==> config.mk <==
export PLATFORM = sky130hd
export DESIGN_NAME = i2c_dac_rx
export DESIGN_NICKNAME = d
export VERILOG_FILES = /design/src/rtl/i2c_dac_rx.sv
export SDC_FILE = /design/constraint.sdc
export NUM_CORES = 1
export LEC_CHECK = 0
export BUFFER_PORTS_ARGS = -buffer_cell sky130_fd_sc_hd__buf_2
export CAP_MARGIN = 0
export CELL_PAD_IN_SITES_DETAIL_PLACEMENT = 0
export CELL_PAD_IN_SITES_GLOBAL_PLACEMENT = 1
export CORE_ASPECT_RATIO = 0.7
export CORE_UTILIZATION = 40
export DETAILED_ROUTE_END_ITERATION = 12
export HOLD_SLACK_MARGIN = 0.02
export PLACE_DENSITY = 0.74
export REMOVE_ABC_BUFFERS = 1
export SYNTH_ARGS = -nofsm -noshare
export SYNTH_HDL_FRONTEND = slang
export SYNTH_SLANG_ARGS = --single-unit
==> constraint.sdc <==
create_clock -name clk -period 1.9 [get_ports clk]
set_input_delay 0.285 -clock clk [delete_from_list [all_inputs] [get_ports clk]]
set_output_delay 0.285 -clock clk [all_outputs]
set_load 0.02 [all_outputs]
==> src/rtl/i2c_dac_rx.sv <==
module i2c_dac_rx #(
  parameter logic [6:0] DEV_ADDR  = 7'h4A,
  parameter int         CODE_W    = 12,
  parameter bit         MID_RESET = 1'b0
) (
  input  logic              clk,
  input  logic              rst_n,
  input  logic              scl_in,
  input  logic              sda_in,
  output logic              sda_oe,
  output logic [CODE_W-1:0] dac_code,
  output logic              code_valid
);

  localparam logic [CODE_W-1:0] RESET_CODE =
    MID_RESET ? {1'b1, {(CODE_W-1){1'b0}}} : {CODE_W{1'b0}};
  localparam int DROP = 16 - CODE_W;

  typedef enum logic [1:0] {S_IDLE, S_RECV, S_ACK, S_SKIP} state_t;

  state_t     state;
  logic [2:0] scl_q, sda_q;
  logic [3:0] bit_cnt;
  logic [1:0] byte_idx;
  logic [7:0] shreg, msb_q;
  logic [15:0] word;

  wire scl_s = scl_q[1];
  wire scl_p = scl_q[2];
  wire sda_s = sda_q[1];
  wire sda_p = sda_q[2];

  wire scl_rise  = scl_s & ~scl_p;
  wire scl_fall  = ~scl_s & scl_p;
  wire start_det = scl_s & scl_p & sda_p & ~sda_s;
  wire stop_det  = scl_s & scl_p & ~sda_p & sda_s;
  wire byte_end  = (state == S_RECV) && scl_fall && (bit_cnt == 4'd8);

  wire accept = (byte_idx == 2'd0) ? (shreg[7:1] == DEV_ADDR && !shreg[0])
                                   : (byte_idx != 2'd3);

  assign word   = {msb_q, shreg};
  assign sda_oe = (state == S_ACK);

  always_ff @(posedge clk or negedge rst_n) begin
    if (!rst_n) begin
      scl_q <= 3'b111;
      sda_q <= 3'b111;
    end else begin
      scl_q <= {scl_q[1:0], scl_in};
      sda_q <= {sda_q[1:0], sda_in};
    end
  end

  always_ff @(posedge clk or negedge rst_n) begin
    if (!rst_n) begin
      state      <= S_IDLE;
      bit_cnt    <= '0;
      byte_idx   <= '0;
      shreg      <= '0;
      msb_q      <= '0;
      dac_code   <= RESET_CODE;
      code_valid <= 1'b0;
    end else begin
      code_valid <= 1'b0;
      if (start_det) begin
        state    <= S_RECV;
        bit_cnt  <= '0;
        byte_idx <= '0;
      end else if (stop_det) begin
        state <= S_IDLE;
      end else begin
        case (state)
          S_RECV: begin
            if (scl_rise && bit_cnt != 4'd8) begin
              shreg   <= {shreg[6:0], sda_s};
              bit_cnt <= bit_cnt + 4'd1;
            end else if (byte_end) begin
              bit_cnt <= '0;
              state   <= accept ? S_ACK : S_SKIP;
              if (byte_idx == 2'd1) msb_q <= shreg;
            end
          end
          S_ACK: begin
            if (scl_fall) begin
              if (byte_idx == 2'd2) begin
                dac_code   <= CODE_W'(word >> DROP);
                code_valid <= 1'b1;
              end
              byte_idx <= byte_idx + 2'd1;
              state    <= S_RECV;
            end
          end
          default: ;
        endcase
      end
    end
  end


  valid_pulse_chk: assert property (@(posedge clk) disable iff (!rst_n)
    code_valid |=> !code_valid);


  code_hold_chk: assert property (@(posedge clk) disable iff (!rst_n)
    !code_valid |-> $stable(dac_code));


  stop_release_chk: assert property (@(posedge clk) disable iff (!rst_n)
    stop_det |=> !sda_oe);


  ack_rise_chk: assert property (@(posedge clk) disable iff (!rst_n)
    $rose(sda_oe) |-> !scl_s);


  ack_fall_chk: assert property (@(posedge clk) disable iff (!rst_n)
    $fell(sda_oe) |-> (!scl_s || $past(start_det || stop_det)));


  read_silent_chk: assert property (@(posedge clk) disable iff (!rst_n)
    (byte_end && byte_idx == 2'd0 && shreg[0]) |=> !sda_oe);


  extra_byte_chk: assert property (@(posedge clk) disable iff (!rst_n)
    (byte_end && byte_idx == 2'd3) |=> !sda_oe);

endmodule

## Yosys cells after proc, flatten, opt, wreduce, memory -nomap -nowiden

Cells that the tools add are included.

- Add/sub/neg operators: 2
- Multiply operators: 0
- Divide/modulo/power cells: 0
- Magnitude comparators: 0
- Equality and inequality tests: 12
- Shift operators: 0
- Multiplexer cells: 22
- Bitwise operators: 14
- Reductions and logical operators: 17

Operator list:

| operator | number |
|---|---|
| 4-bit 2-to-1 mux | 5 |
| 2-bit 2-to-1 mux | 9 |
| 4-bit != test (second input constant) | 3 |
| 4-bit AND reduction | 2 |
| 1-bit AND | 7 |
| 7-bit equality test (second input constant) | 1 |
| 1-bit 2-to-1 mux | 7 |
| 1-bit inverter | 7 |
| 3-bit AND reduction | 2 |
| 6-bit AND reduction | 1 |
| 2-bit nonzero test | 3 |
| 5-bit AND reduction | 1 |
| 4-bit by 1-bit adder with 4-bit output (second input constant) | 1 |
| 2-bit by 1-bit equality test with 1-bit output (second input constant) | 2 |
| 2-bit equality test (second input constant) | 2 |
| 4-bit equality test (second input constant) | 1 |
| 1-bit logical AND | 4 |
| 2-bit != test (second input constant) | 2 |
| 4-bit by 1-bit != test with 1-bit output (second input constant) | 1 |
| 2-bit one-hot mux with 2 select lines | 1 |
| 4-bit nonzero test | 1 |
| 3-bit nonzero test | 1 |
| 2-bit by 1-bit adder with 2-bit output (second input constant) | 1 |
| 2-bit logical NOT | 1 |
| 1-bit logical NOT | 1 |

- Register bits: 43
- Bits in latches: 0
- RAM bits: 0
- Memory bits (read-only): 0
- Input port bits: 4
- Output and inout port bits: 14
- Memories: 0

## Depth between registers and ports, before layout

- Depth in word-level cells: 9
- Mapped depth: 7
- Gate-level depth less buffers: 6

## Least setup slack after synthesis

No wires, ideal clock.

- Path kind: flip-flop to flip-flop
- Start point: register bit_cnt[0]
- End point: register state[0]
- Setup time: 0.125 ns
- Data arrival time: 1.499 ns
- Data required time: 1.775 ns
- Path slack: 0.276 ns
- Cell stages (with the launch flop): 8
- Cells stage by stage: dfrtp_1 inv_1 ha_1 nand3b_1 and3_1 clkbuf_1 a211oi_2 mux2_4

- Word-level cells in the longest chain between the ends: 4
- Elaborated cells between the ends (all ways): 7
- Those cells by class: eq/ne: 4; reduce/logical: 3

RTL lines:

| item | RTL line | text |
|---|---|---|
| start: declaration | 23 | `logic [3:0] bit_cnt;` |
| start signal: assignment | 77 | `bit_cnt <= bit_cnt + 4'd1;` |
| 4-bit != test / 4-bit equality test (equally long branches) | 75, 37 |  |
| 1-bit logical AND, on equally long branches | 75, 37 |  |
| 4-bit != test (no source line) | - |  |
| 4-bit AND reduction (no source line) * | - |  |
| end signal: assignment | 80 | `state <= accept ? S_ACK : S_SKIP;` |
| end: declaration | 21 | `state_t state;` |

Mark *: on every way between the ends. The rest lies on a longest branch, timed or not.
A chain may end at the register's enable or synchronous reset.

## Worst setup path after layout

- Start point: register shreg[6]
- End point: register state[0]

- Word-level cells in the longest chain between the ends: 9

RTL lines:

| item | RTL line | text |
|---|---|---|
| start: declaration | 25 | `logic [7:0] shreg, msb_q;` |
| start signal: assignment | 76 | `shreg <= {shreg[6:0], sda_s};` |
| 7-bit equality test | 39 | `wire accept = (byte_idx == 2'd0) ? (shreg[7:1] == DEV_ADDR && !shreg[0])` |
| 1-bit logical AND | 39 |  |
| 1-bit 2-to-1 mux | 39 |  |
| 1-bit 2-to-1 mux | 80 |  |
| 2-bit 2-to-1 mux | 78 | `end else if (byte_end) begin` |
| 2-bit 2-to-1 mux | 75 | `if (scl_rise && bit_cnt != 4'd8) begin` |
| 2-bit one-hot mux with 2 select lines | 73 | `case (state)` |
| 2-bit 2-to-1 mux | 70 | `end else if (stop_det) begin` |
| 2-bit 2-to-1 mux | 66 | `if (start_det) begin` |

No other way between the ends. The select of a mux whose other input is x is not followed.

==> metrics.md <==
| Metric | Value |
|---|---|
| Status | finished clean |
| Vias in the first global route | 1108 |
| Routed vias/inst | a little over 5 |
| Vias | roughly 1100 |
| Top Ports | 18 |
| Max Root-Sink Buffers | 2 |
| Max Clk Rate | between 500 and 600 MHz |
| Power, Total | 2.040 mW |
| Routed WL | roughly 3 mm |
| Initial antenna violation count | 0 |
| Critical Path Start | shreg[6] |
| Worst Path Arrival | 1.99 ns |
| Leakage | between 1 and 1.5 nW |
| Initial Util | 42.11% |
| Clock root buffer | clkbuf_8 |
| First-pass GRT wire length | 5.347 mm |
| Setup crit end | state[0] |
| CTS tree | built |
| Placement Cell Area | between 1500 and 2000 µm² |
| Setup Buffers After CTS | 0 |
| H-tree levels | 2 |
| Nets | 166 |
| Synth Area per Inst | 13.76 µm² |
| Period utilisation layout | between 90 and 100% |
| HPWL after detailed placement | approximately 2.2 mm |
| RR Startpoint | shreg[6] |
| DRC viols | 0 |
| Die H | between 50 and 60 µm |
| Clock buffer count from CTS | 5 |
| Worst IR Drop VDD | just under 500 µV |
| Core box area | ~4400 µm² |
| Total congestion overflow | 0 |
| Layout Skew | 0.002295 ns |
| Clock sinks | 43 |
| Pwr Density | approximately 1000 nW/µm² |
| Least-Margin Pin Slew | 0.5309 ns |
| Mapped cell area | approximately 1800 µm² |
| # rows | 20 |
| Max Cap Violations | 0 |
| Critical Path End Type | flip-flop |
| DR iter-0 viols | 42 |
| Number of port buffers | 17 |
| Placed cells | 204 |
| Largest net degree at the start of global routing | 44 |
| Yosys warning count | 0 |
| Place WS | 0.07075 ns |
| Core Util, Final | 47.31% |
| Hold Buf Count CTS | 0 |
| Worst skew pair latency | 0.29 ns |
| DIE AREA | 4891 µm² |
| Worst EP required | between 2 and 2.5 ns |
| Hold Violations, Final | 0 |
| Filler cell count | just under 400 |
| DR WL/cell | roughly 14 µm |
| FF-to-FF path depth | 4 |
| Synth unique cells | 34 |
| Register area share after synthesis | 58.75% |
| Slew Viols, Final | 0 |
| Final weighted congestion in routability-driven placement | ~0.75 |
| Minimum clock period | around 1.8 ns |
| Critical Path Source Type | flip-flop |
| Die Wd | 83.16 µm |
| Post-DRT Antenna Nets | 0 |
| Layout Area Growth over Synthesis | 12.35% |
| N_diodes | 0 |
| Synth Register Bits | 43 |
| Pre-antenna DRT Iters | 4 |
| Syn Inst Count | around 130 |
| Finished Cell Area | ~2100 µm² |
| FF-to-FF End | state[0] |
| Setup violators final | 0 |
| Critical path class | flip-flop to flip-flop |
| EDFF count, synth | 0 |
| Fin cells | between 200 and 250 |
| Final Worst Setup Slack | ~0.086 ns |
| Total GRT Usage | between 10% and 20% |
| Top_reg_cell synth | dfrtp_1 |
| Max_slew headroom | 64.61% |
| Layout cells sized above 1 | between 40 and 50% |
| Hold WC Path Type | primary input to asynchronous set/reset pin |
| Post-synth ARST share | 100.0% |
| Worst-path fanout max | 5 |
| Worst R2R Setup Slack | ~0.086 ns |
| Clock transition at path regs | 0.07 ns |
worst max-delay path: stages, from the launching register on:
cell and delay (ns):
dfrtp_1 0.42, or4b_1 0.53, nor4_1 0.33, o21ai_0 0.15, mux2_4 0.27
flip-flops by register name, indices dropped and copies added (netlist names):
signal,count
dac_code,12
bit_cnt,4
byte_idx,2
shreg,8
code_valid,1
state,2
sda_q,3
msb_q,8
scl_q,3
kinds of logic after synthesis:
kind of cell             synth area share [%]
buffers and inverters                   1.899
AO/OA/AOI/OAI                           4.682
multiplexers                            19.13
flip-flops                              58.75
adder cells (fa/ha/maj)                 4.070
XOR/XNOR                               0.9500
AND/OR/NAND/NOR                         10.52
final cells by class:
type / instances / area, µm² / area share (%)
Clock buffer: 7 / 76.32 / 3.684
Multi-Input combinational cell: 83 / 726.9 / 35.08
Inverter: 5 / 18.77 / 0.9058
Timing Repair Buffer: 18 / 92.59 / 4.469
Sequential cell: 43 / 1084 / 52.29
Tap cell: 55 / 68.82 / 3.321
Clock inverter: 1 / 5.005 / 0.2415
per-layer routing:
layer / track usage [%] / wire length (µm) / vias to the layer above / part of all wire [%]
met4: 6.897 / 55 / 0 / 1.8
li1: - / - / 516 / -
met5: 0 / 0 / - / 0
met2: 22.25 / 1367 / 17 / 45
met3: 5.049 / 127 / 7 / 4.2
met1: 19.09 / 1495 / 540 / 49
cell usage in the layout (no fill, tap or decap), types with 4 or more instances in the layout:
cell / netlist / final
buf_2: 1 / 17
clkbuf_8: 0 / 5
o21ai_0: 4 / 4
ha_1: 6 / 6
nand2_1: 7 / 7
mux2_2: 30 / 30
dfrtp_1: 37 / 37
dfstp_2: 6 / 6
inv_1: 5 / 5
stage by stage:
stage	TNS [ns]	hold slack [ns]
2_1_floorplan	0	-0.01059
3_3_place_gp	0	0.3458
3_5_place_dp	0	0.3490
4_1_cts	0	0.07210
5_1_grt	-0.04751	0.06676
6_report	0	0.06204
synth_stat cells, drive strengths merged (2+ instances only):
library cell / n / share of area, %
mux2: 31 / 19
nand2b: 3 / 1.0
inv: 5 / 1.0
a22o: 2 / 0.95
buf: 2 / 0.68
nor2b: 2 / 0.68
dfstp: 6 / 8.5
nor3b: 3 / 1.2
nand2: 8 / 1.8
nand3: 3 / 0.81
nand3b: 2 / 0.81
o21ai: 4 / 1.1
nor2: 2 / 0.41
and3: 2 / 0.68
and2b: 2 / 0.81
ha: 6 / 4.1
dfrtp: 37 / 50
power by group:
group	switching [mW]	internal (mW)	leakage, nW
sequential	0.137	1.05	0.556
clock	0.282	0.258	0.0422
combinational	0.134	0.181	0.427
total	0.554	1.49	1.03
worst min-delay path by stage:
stage	start	end	slack, ns
6_report	rst_n	shreg[3]	0.06
3_5_place_dp	scl_q[0]	scl_q[1]	0.35
3_3_place_gp	sda_q[0]	sda_q[1]	0.35
5_1_grt	scl_in	scl_q[0]	0.07
4_1_cts	rst_n	dac_code[10]	0.07
2_1_floorplan	rst_n	bit_cnt[0]	-0.01
repair_timing:
action / 4_1_cts / 5_1_grt
hold endpoints to repair: 0 / 0
endpoints found under the setup margin: 0 / 8
gates resized for setup: 0 / 1
Power figures use the tool's default switching activity.
